[config.mk]
export PLATFORM = sky130hd
export DESIGN_NAME = bus_interrupter
export DESIGN_NICKNAME = d
export VERILOG_FILES = /design/src/rtl/irq_pkg.sv /design/src/rtl/irq_pending.sv /design/src/rtl/iack_chain_fsm.sv /design/src/rtl/vector_drv.sv /design/src/rtl/bus_interrupter.sv
export SDC_FILE = /design/constraint.sdc
export NUM_CORES = 1
export LEC_CHECK = 0
export ABC_AREA = 1
export ABC_CLOCK_PERIOD_IN_PS = 3520
export BUFFER_PORTS_ARGS = -buffer_cell sky130_fd_sc_hd__clkbuf_2
export CORE_MARGIN = 3
export CORE_UTILIZATION = 44
export CTS_CLUSTER_DIAMETER = 60
export DETAILED_ROUTE_END_ITERATION = 8
export GPL_TIMING_DRIVEN = 0
export PLACE_DENSITY_LB_ADDON = 0.15
export SLEW_MARGIN = 20
export SYNTH_ARGS = -nofsm -noshare
export SYNTH_HDL_FRONTEND = slang
export SYNTH_SLANG_ARGS = --single-unit
[constraint.sdc]
create_clock -name clk -period 3.52 [get_ports clk]
set_clock_uncertainty 0.05 [all_clocks]
set_input_delay 1.056 -clock clk [delete_from_list [all_inputs] [get_ports clk]]
set_output_delay 1.056 -clock clk [all_outputs]
set_load 0.005 [all_outputs]
[src/rtl/irq_pkg.sv]
// Shared types and sizes for the backplane interrupter.
package irq_pkg;
    localparam int unsigned NUM_LEVELS = 7;
    localparam int unsigned LVL_W      = 3;
    localparam int unsigned VEC_W      = 8;

    typedef enum logic [1:0] {
        ACK_IDLE = 2'd0,
        ACK_PASS = 2'd1,
        ACK_RESP = 2'd2,
        ACK_DONE = 2'd3
    } ack_state_t;
endpackage

[src/rtl/irq_pending.sv]
// Request holder. Keeps one pending flag, merges repeated events, and
// clears the flag by the rule the mode selects. Drives the one-hot
// request lines. Assumes level and mode are stable while pending.
module irq_pending #(
    parameter int unsigned LEVELS = 7,
    parameter int unsigned LW     = 3
) (
    input  logic              clk,
    input  logic              rst_n,
    input  logic              event_i,
    input  logic              ack_done_i,
    input  logic              reg_clr_i,
    input  logic              rora_i,
    input  logic [LW-1:0]     level_i,
    output logic              pending_o,
    output logic [LEVELS-1:0] irq_o
);
    logic pend_q;
    logic level_ok;
    logic release_now;

    assign level_ok    = (level_i != '0) && (32'(level_i) <= LEVELS);
    assign release_now = rora_i ? reg_clr_i : ack_done_i;

    // Pending flag: set by an event on a valid level, cleared by release.
    always_ff @(posedge clk) begin
        if (!rst_n) pend_q <= 1'b0;
        else        pend_q <= (pend_q && !release_now) || (event_i && level_ok);
    end

    assign pending_o = pend_q;

    // One request line per level, driven when that level is programmed.
    for (genvar g = 0; g < LEVELS; g++) begin : g_line
        assign irq_o[g] = pend_q && (32'(level_i) == g + 1);
    end

    // at most one request line at any time.
    a_r2_irq_onehot: assert property (@(posedge clk) disable iff (!rst_n)
        $onehot0(irq_o));
    // acknowledge completion in release-on-ack mode drops the request.
    a_r6_roak_clear: assert property (@(posedge clk) disable iff (!rst_n)
        (ack_done_i && !rora_i && !event_i) |=> !pend_q);
    // in access-release mode only the register access clears it.
    a_r7_rora_hold: assert property (@(posedge clk) disable iff (!rst_n)
        (pend_q && rora_i && !reg_clr_i) |=> pend_q);
    // register access ignored in acknowledge-release mode.
    a_r12_access_ignored: assert property (@(posedge clk) disable iff (!rst_n)
        (pend_q && !rora_i && !ack_done_i) |=> pend_q);
endmodule

[src/rtl/iack_chain_fsm.sv]
// Acknowledge-cycle tracker. At the start of a qualified acknowledge
// cycle it decides between responding and passing the chain on, then
// follows the strobes back to idle. Assumes ds falls no later than as.
module iack_chain_fsm #(
    parameter int unsigned LW = 3
) (
    input  logic          clk,
    input  logic          rst_n,
    input  logic          as_i,
    input  logic          ds_i,
    input  logic          iack_i,
    input  logic          iack_in_i,
    input  logic [LW-1:0] addr_lvl_i,
    input  logic [LW-1:0] level_i,
    input  logic          pending_i,
    output logic          start_resp_o,
    output logic          resp_o,
    output logic          pass_o,
    output logic          ack_done_o
);
    import irq_pkg::*;

    ack_state_t state_q, state_d;
    logic       cycle_start;
    logic       hit;

    assign cycle_start  = as_i && ds_i && iack_i && iack_in_i;
    assign hit          = pending_i && (addr_lvl_i == level_i);
    assign start_resp_o = (state_q == ACK_IDLE) && cycle_start && hit;

    // Next-state selection for the acknowledge handshake.
    always_comb begin
        state_d = state_q;
        unique case (state_q)
            ACK_IDLE: if (cycle_start) state_d = hit ? ACK_RESP : ACK_PASS;
            ACK_PASS: if (!as_i)       state_d = ACK_IDLE;
            ACK_RESP: if (!as_i)       state_d = ACK_IDLE;
                      else if (!ds_i)  state_d = ACK_DONE;
            ACK_DONE: if (!as_i)       state_d = ACK_IDLE;
            default:                   state_d = ACK_IDLE;
        endcase
    end

    // State register.
    always_ff @(posedge clk) begin
        if (!rst_n) state_q <= ACK_IDLE;
        else        state_q <= state_d;
    end

    assign resp_o     = (state_q == ACK_RESP);
    assign pass_o     = (state_q == ACK_PASS) && as_i;
    assign ack_done_o = (state_q == ACK_RESP) && !ds_i;

    // a qualified cycle without a hit passes the chain next cycle.
    a_r4_pass_on_miss: assert property (@(posedge clk) disable iff (!rst_n)
        (state_q == ACK_IDLE && cycle_start && !hit && as_i) |=> pass_o);
    // a response only starts with a pending request on the served level.
    a_r3_resp_needs_hit: assert property (@(posedge clk) disable iff (!rst_n)
        $rose(resp_o) |-> $past(pending_i) && ($past(addr_lvl_i) == $past(level_i)));
    // no response or pass without the chain input and acknowledge line.
    a_r11_needs_chain: assert property (@(posedge clk) disable iff (!rst_n)
        (state_q == ACK_IDLE && !(iack_i && iack_in_i)) |=> (!resp_o && state_q != ACK_PASS));
endmodule

[src/rtl/vector_drv.sv]
// Vector output stage. Captures the configured vector when a response
// starts and presents it, with its enable, for the response only.
module vector_drv #(
    parameter int unsigned VW = 8
) (
    input  logic          clk,
    input  logic          rst_n,
    input  logic          load_i,
    input  logic [VW-1:0] vector_i,
    input  logic          resp_i,
    output logic [VW-1:0] data_o,
    output logic          oe_o
);
    logic [VW-1:0] vec_q;

    // Capture register for the vector at response start.
    always_ff @(posedge clk) begin
        if (!rst_n)      vec_q <= '0;
        else if (load_i) vec_q <= vector_i;
    end

    assign data_o = resp_i ? vec_q : '0;
    assign oe_o   = resp_i;

    // the vector byte holds steady throughout a response.
    a_r3_vector_stable: assert property (@(posedge clk) disable iff (!rst_n)
        (resp_i && $past(resp_i)) |-> $stable(data_o));
endmodule

[src/rtl/bus_interrupter.sv]
// Top of the prioritised interrupter: request holder, acknowledge
// chain tracker and vector driver. Inputs are synchronous, active high.
module bus_interrupter #(
    parameter int unsigned LEVELS = irq_pkg::NUM_LEVELS,
    parameter int unsigned LW     = irq_pkg::LVL_W,
    parameter int unsigned VW     = irq_pkg::VEC_W
) (
    input  logic              clk,
    input  logic              rst_n,
    input  logic [LW-1:0]     cfg_level_i,
    input  logic [VW-1:0]     cfg_vector_i,
    input  logic              cfg_rora_i,
    input  logic              event_i,
    input  logic              reg_access_i,
    input  logic              as_i,
    input  logic              ds_i,
    input  logic              iack_i,
    input  logic              iack_in_i,
    input  logic [LW-1:0]     addr_lvl_i,
    output logic [LEVELS-1:0] irq_o,
    output logic              iack_out_o,
    output logic              dtack_o,
    output logic [VW-1:0]     data_o,
    output logic              data_oe_o
);
    logic pending;
    logic start_resp;
    logic resp;
    logic pass;
    logic ack_done;

    irq_pending #(.LEVELS(LEVELS), .LW(LW)) u_pend (
        .clk        (clk),
        .rst_n      (rst_n),
        .event_i    (event_i),
        .ack_done_i (ack_done),
        .reg_clr_i  (reg_access_i),
        .rora_i     (cfg_rora_i),
        .level_i    (cfg_level_i),
        .pending_o  (pending),
        .irq_o      (irq_o)
    );

    iack_chain_fsm #(.LW(LW)) u_fsm (
        .clk          (clk),
        .rst_n        (rst_n),
        .as_i         (as_i),
        .ds_i         (ds_i),
        .iack_i       (iack_i),
        .iack_in_i    (iack_in_i),
        .addr_lvl_i   (addr_lvl_i),
        .level_i      (cfg_level_i),
        .pending_i    (pending),
        .start_resp_o (start_resp),
        .resp_o       (resp),
        .pass_o       (pass),
        .ack_done_o   (ack_done)
    );

    vector_drv #(.VW(VW)) u_vec (
        .clk      (clk),
        .rst_n    (rst_n),
        .load_i   (start_resp),
        .vector_i (cfg_vector_i),
        .resp_i   (resp),
        .data_o   (data_o),
        .oe_o     (data_oe_o)
    );

    assign iack_out_o = pass;
    assign dtack_o    = resp;

    // the chain output never stays up once the address strobe is gone.
    a_r8_chain_release: assert property (@(posedge clk) disable iff (!rst_n)
        !as_i |-> !iack_out_o);
    // a response never coexists with the chain being passed.
    a_r3_resp_or_pass: assert property (@(posedge clk) disable iff (!rst_n)
        !(dtack_o && iack_out_o));
endmodule

Word-level counts from Yosys, hierarchy flattened

Cells that the tools add are included.
W data, S select, Z words.

Bits of input ports: 23
Output and inout port bits: 18
Register bits: 11
Logic and storage cells: 49

Reductions and logical operators: 24
Muxes and demuxes: 8
Eq/ne operators: 14

Operators with widths:

| kind                 | number |
|---|---|
| $logic_and A1 B1 Y1  | 17 |
| $eq A3 B3 Y1 const B | 4 |
| $mux W2              | 5 |
| $mux W8              | 1 |
| $eq A3 B2 Y1 const B | 2 |
| $pmux W2 S3          | 1 |
| $eq A2 B2 Y1 const B | 2 |
| $eq A3 B1 Y1 const B | 1 |
| $eq A3 B3 Y1         | 1 |
| $ne A3 B3 Y1 const B | 1 |
| $reduce_and A3 Y1    | 1 |
| $reduce_bool A3 Y1   | 1 |
| $eq A2 B1 Y1 const B | 1 |
| $logic_not A1 Y1     | 2 |
| $logic_not A2 Y1     | 1 |
| $ne A2 B1 Y1 const B | 1 |
| $ne A2 B2 Y1 const B | 1 |
| $reduce_or A2 Y1     | 1 |
| $logic_or A1 B1 Y1   | 1 |
| $mux W1              | 1 |

Logic depth before layout (Yosys ltp)

Gate-level depths: netlist (run 1).

Depth after elaboration: 6
Mapped depth: 10

By module

From an unflattened synthesis (run 1), not the netlist that was laid out.

Cell total of the unflattened synthesis: 139
Area, all modules: 794.5 µm²

Modules (own cells, without submodules):

| module         | seq. area each (µm²) | area each (µm²) | times used | cells an instance |
|---|---|---|---|---|
| vector_drv     | 160.2                | 454.2           | 1          | 69 |
| iack_chain_fsm | 40.0                 | 227.7           | 1          | 46 |
| irq_pending    | 20.0                 | 112.6           | 1          | 24 |

Worst setup path before layout (run 1)

OpenSTA, ideal clock, no wires.

Path kind: input -> output
Start: input port cfg_level_i[0]
End: output port irq_o[1]
Arrival: 1280 ps
Stages: 3
Slack: 1134 ps
Data required time: 2414 ps
Path through: inv_1 > nand2_1 > nor2_1

Longest elaborated chain between the ends: 2

RTL lines:

| what                | line                  | RTL |
|---|---|---|
| from (decl)         | bus_interrupter.sv:10 | `input logic [LW-1:0] cfg_level_i,` |
| $eq A3 B2 Y1        | irq_pending.sv:35     | `assign irq_o[g] = pend_q && (32'(level_i) == g + 1);` |
| $logic_and A1 B1 Y1 | irq_pending.sv:35     |  |
| to (decl)           | bus_interrupter.sv:20 | `output logic [LEVELS-1:0] irq_o,` |

Every way passes these cells.

Worst setup path in the final report (run 1)

Start: input port cfg_level_i[0]
End: output port irq_o[3]

Longest elaborated chain between the ends: 2

RTL lines:

| what                | line |
|---|---|
| $eq A3 B3 Y1        | irq_pending.sv:35 |
| $logic_and A1 B1 Y1 | irq_pending.sv:35 |

Every way passes these cells.

==> results of run 1 <==
[cell usage after synthesis]
library cell / number / area (µm²)
nor2_4: 1 / 11.3
inv_2: 6 / 22.5
o21ai_1: 1 / 5.00
nand3_1: 9 / 45.0
nor2_1: 23 / 86.3
buf_4: 1 / 7.51
clkinv_1: 1 / 3.75
a21oi_1: 10 / 50.1
nand2_2: 1 / 6.26
nand3_2: 1 / 10.0
a22oi_1: 1 / 7.51
nand2_1: 34 / 128
inv_1: 13 / 48.8
o21ai_0: 1 / 5.00
dfxtp_1: 11 / 220
nor3_4: 1 / 16.3
[layout by cell type (no fill, tap or decap), drive strengths merged]
master  synthesis  final
clkbuf          0     44
nand2          35     35
nor2           24     24
inv            19     19
dfxtp          11     11
a21oi          10     10
nand3          10     10
o21ai           2      2
nor3            1      1
clkinv          1      1
a22oi           1      1
buf             1      1
[cell type report]
cell class	instances	area share
multi-input combinational	83	0.403
sequential	11	0.240
clock buffer	4	0.0286
buffer	1	0.00817
tap	15	0.0204
inverter	20	0.0817
timing repair buffer	40	0.218
[layer usage]
| metal | vias up | GRT usage |
|---|---|---|
| met5 | - | 0 |
| met2 | 31 | 0.308 |
| met1 | 373 | 0.209 |
| li1 | 445 | - |
| met4 | 0 | 0.0351 |
| met3 | 2 | 0.0598 |
[metrics by stage]
stage	hold slack, ns	area [µm²]	power [µW]	util
2_1_floorplan	0.391	673	235	-
3_3_place_gp	0.398	892	274	0.653
3_5_place_dp	0.402	892	277	0.653
4_1_cts	0.413	918	363	0.672
5_1_grt	0.445	918	383	0.672
6_report	0.413	918	360	0.672
[sequential cells by signal, indices dropped and copies added, names as in the netlist]
signal            count
u_vec.vec_q           8
u_fsm.state_q         2
u_pend.pending_o      1
[where the power goes]
part / total, µW / internal (µW) / switching [µW]
Combinational: 120 / 48.2 / 71.8
Clock: 85.8 / 43.9 / 41.9
Sequential: 154 / 135 / 19.3
[kinds of logic (layout without fill, tap and decap cells)]
logic type | after synthesis | count (layout) | share of synthesized area
compound gates | 13 | 13 | 0.100
flops | 11 | 11 | 0.327
buf+inv | 21 | 65 | 0.123
simple gates | 70 | 70 | 0.450
[worst max-delay path, cell delays in order]
cell and delay (ns):
clkbuf_2 0.11, inv_1 0.09, nand2_1 0.08, nor2_1 0.10, clkbuf_2 0.12
[final timing paths]
path	slack (ns)	start	to	cells past startpoint
min reg2reg	0.41	u_vec.vec_q[0]	u_vec.vec_q[0]	2
max reg2reg	2.22	u_fsm.state_q[1]	u_vec.vec_q[6]	4
max	0.87	cfg_level_i[0]	irq_o[3]	5
min	0.41	u_vec.vec_q[0]	u_vec.vec_q[0]	2
==> impl_metrics.yaml, run 1 <==
die:
  chipHeight_um: 45.1
  die-width_um: 45.1
  start_util: 0.493
  row_count: 13
  io_pins: 41
  core-area_um2: 1370
  die_area_um2: 2040
cts:
  post_cts_buffers: 0
  clock_path_buffers: 2
  hold_buffers: 0
  clk_pin_slew_worst_paths_ns: 0.07
  clock_latency_ns: 0.27
  cts_tree: "yes"
  cts_sinks: 11
  htreeDepth: 1
  root_buffer: "clkbuf_4"
  numCtsBuffers: 3
  cts_resized: 0
drt:
  drt_pass1_iterations: 4
  wl_met1_um: 693
  routed_via_density: 4.89
  drc: 0
  top_layer_used: "met4"
  ant_nets: 0
  num_vias: 851
  wl_met3_um: 141
  met2_length_um: 828
  drt-initial-drc-count: 18
  wirelength_um: 1670
  wl_per_cell_um: 9.59
yosys:
  ys_seq_area_frac: 0.327
  synth.avg_cell_area_um2: 5.85
  synth_cells: 115
  syn_area_um2: 673
  synth_cell_types: 16
  yosys_warnings: 0
  synth-seq-cells: 11
  synth_nets: 138
worst_setup_path:
  required_ns: 2.41
  critPathArrivalTime_ns: 1.55
  critPathLaunchType: "input port"
  critical_path_class: "in2out"
  cp-end-kind: "output pin"
  critPathMaxFanout: 4
grt:
  grt_pass1_vias: 680
  grt_pass1_wl_um: 2700
  grtUsageTotal: 0.177
  grt-ovfl-total: 0
  grt_max_degree: 11
  antenna_found_initial: 0
status:
  status: "complete, no violations"
finish:
  area_growth_pct: 36.4
  stdcell_count: 174
  seq_area_um2: 220
  layout-drive-gt1-share: 0.340
  nFillCells: 133
  nNetsFinal: 183
  diodes: 0
  multiInputGateArea_um2: 370
timing:
  setup_viol: 0
  post-route-period-util: 0.754
  rsz0062_at_grt: "no"
  worst_pin_slew_ns: 0.386
  setup_ws_ns: 0.865
  max_freq_mhz: 377
  tns_ns: 0
  hold_viol: 0
  report.final.slew_viol_count: 0
  period_minus_slack_ns: 2.65
  slew_headroom: 0.742
flow_run:
  maxCapViolCount: 0
placement:
  post-place-cells: 170
  post-place-ws_ns: 0.870
  place_congestion: 0.710
  dp_hpwl_um: 1340
  portBuffers: 40
pwr:
  leakagePower_uw: 0.000465
  powerDensity_nw_per_um2: 392
  ir_drop_uv: 267
min_path:
  hold_path.class: "reg2reg"
Note: power is estimated with default switching activity, not from simulation.
==> inputs of run 2 (changes only) <==
--- a/config.mk
+++ b/config.mk
@@ -6,10 +6,10 @@
 export NUM_CORES = 1
 export LEC_CHECK = 0
 export ABC_AREA = 1
-export ABC_CLOCK_PERIOD_IN_PS = 3520
+export ABC_CLOCK_PERIOD_IN_PS = 2250
 export BUFFER_PORTS_ARGS = -buffer_cell sky130_fd_sc_hd__clkbuf_2
 export CORE_MARGIN = 3
-export CORE_UTILIZATION = 44
+export CORE_UTILIZATION = 37
 export CTS_CLUSTER_DIAMETER = 60
 export DETAILED_ROUTE_END_ITERATION = 8
 export GPL_TIMING_DRIVEN = 0
==> constraint.sdc (replaced) <==
create_clock -name clk -period 2.25 [get_ports clk]
set_clock_uncertainty 0.05 [all_clocks]
set_input_delay 0.675 -clock clk [delete_from_list [all_inputs] [get_ports clk]]
set_output_delay 0.675 -clock clk [all_outputs]
set_load 0.005 [all_outputs]
==> run 2 against run 1 <==
Against the previous run: non-clock buffer count did not move; clock power rose by 61%; flip-flop and latch count did not move; sequential power rose by 57%; core utilization fell by 9.5 points; die area rose by 16%; critical path depth did not move; design area rose by 1.2%; register-to-register slack got worse by 1.3 ns; first-iteration DRC count fell by 39%; largest cell class unchanged.
==> impl_metrics.yaml, run 2 (synthesis results as in run 1) <==
status:
  status: "complete, no violations"
pwr:
  powerDensity_nw_per_um2: 610
  combPwrFrac: 0.331
  seq_power_share: 0.427
  p_sw_frac: 0.374
  clockPowerShare: 0.243
  p_switching_uw: 212
  p_int_uw: 355
  leakagePower_uw: 0.000465
  ir_drop_uv: 518
die:
  core-area_um2: 1610
  start_util: 0.418
  die-width_um: 48.7
  chipHeight_um: 48.7
  io_pins: 41
  die_area_um2: 2370
  row_count: 14
worst_setup_path:
  required_ns: 1.52
  critPathMostFrequentCell: "inv_2"
  worst_path_max_delay_cell: "dfxtp_1"
  critical-path-max-stage-delay_ns: 0.47
  critPathLaunchType: "flip-flop"
  critPathArrivalTime_ns: 1.30
  path_cells: "inv_2 -> nor2_4 -> inv_2 -> nor2_1 -> clkbuf_2"
  critical_path_class: "reg2out"
  cp-end-kind: "output pin"
  critPathMaxFanout: 8
drt:
  routed_via_density: 4.49
  ant_nets: 0
  wirelength_um: 1770
  wl_per_cell_um: 9.68
  drc: 0
  drt_pass1_iterations: 4
  num_vias: 822
  drt-initial-drc-count: 11
cts:
  clock_path_buffers: 2
  cts_sinks: 11
  post_cts_buffers: 0
  numCtsBuffers: 3
  cts_tree: "yes"
  root_buffer: "clkbuf_4"
  cts_resized: 0
  clock_latency_ns: 0.27
  clk_pin_slew_worst_paths_ns: 0.07
  hold_buffers: 0
  htreeDepth: 1
finish:
  nFillCells: 172
  layout_commonest_cell: "clkbuf_2"
  diodes: 0
  finalInstanceArea_um2: 930
  final_cell_mix: "clkbuf_2, nand2_1, nor2_1"
  top_register: "u_vec.vec_q"
  nNetsFinal: 183
  largest_reg_flops: 8
  layout-drive-gt1-share: 0.340
  area_growth_pct: 38.1
timing:
  period_minus_slack_ns: 2.03
  slew_headroom: 0.749
  post-route-period-util: 0.900
  setup_viol: 0
  report.final.slew_viol_count: 0
  worst_pin_slew_ns: 0.375
  max_freq_mhz: 494
  rsz0062_at_grt: "no"
  tns_ns: 0
  hold_viol: 0
grt:
  grt_pass1_wl_um: 2770
  grt_max_degree: 11
  grt-ovfl-total: 0
  grt_pass1_vias: 645
  grtUsageTotal: 0.141
  antenna_found_initial: 0
flow_run:
  maxCapViolCount: 0
placement:
  portBuffers: 40
  place_congestion: 0.767
  dp_hpwl_um: 1400
  dpl_cell_area_um2: 903
min_path:
  hold_path.class: "reg2reg"
[run 2: worst paths after layout]
check                                 endpoint  slack (ns)              from  cells past startpoint
worst max register to register  u_vec.vec_q[1]        0.94  u_fsm.state_q[1]                      4
worst max-delay path                 data_o[5]        0.22  u_fsm.state_q[1]                      5
worst min register to register  u_vec.vec_q[3]        0.41    u_vec.vec_q[3]                      2
worst min-delay path            u_vec.vec_q[3]        0.41    u_vec.vec_q[3]                      2
[run 2: per-layer routing]
metal / GRT usage / routed length [µm] / vias up
li1: - / - / 440
met1: 0.186 / 808 / 357
met2: 0.226 / 839 / 23
met3: 0.0521 / 112 / 2
met4: 0.0142 / 11 / 0
met5: 0 / 0 / -
[run 2: power by group through the flow]
| stage | clock (µW) | combinational, µW | sequential (µW) |
|---|---|---|---|
| 6_report | 138 | 187 | 242 |
| 5_1_grt | 145 | 214 | 242 |
| 4_1_cts | 136 | 190 | 241 |
| 3_5_place_dp | 0 | 189 | 246 |
| 3_3_place_gp | 0 | 185 | 244 |
| 2_1_floorplan | 0 | 127 | 240 |
[run 2: stage by stage]
step / setup WS (ns) / hold slack, ns / util / std cells / total power (µW)
6_report: 0.224 / 0.413 / 0.577 / 183 / 567
5_1_grt: 0.130 / 0.434 / 0.577 / 183 / 601
4_1_cts: 0.229 / 0.414 / 0.577 / 183 / 567
3_5_place_dp: 0.344 / 0.404 / 0.561 / 179 / 435
2_1_floorplan: 0.626 / 0.391 / - / 115 / 368
3_3_place_gp: 0.391 / 0.398 / 0.561 / 179 / 428
[run 2: area by class of cell]
| class | count | area, µm² | share of cell area |
|---|---|---|---|
| Buffer | 1 | 7.51 | 0.00808 |
| Timing Repair Buffer | 40 | 200 | 0.215 |
| Inverter | 20 | 75.1 | 0.0808 |
| Tap cell | 24 | 30.0 | 0.0323 |
| Multi-Input combinational cell | 83 | 370 | 0.398 |
| Clock buffer | 4 | 26.3 | 0.0283 |
| Sequential cell | 11 | 220 | 0.237 |
[run 2: worst max-delay path, delay by kind of cell (launching register included)]
family,cells,cell delay [ns]
buf+inv,3,0.30
flops,1,0.47
simple gates,2,0.27
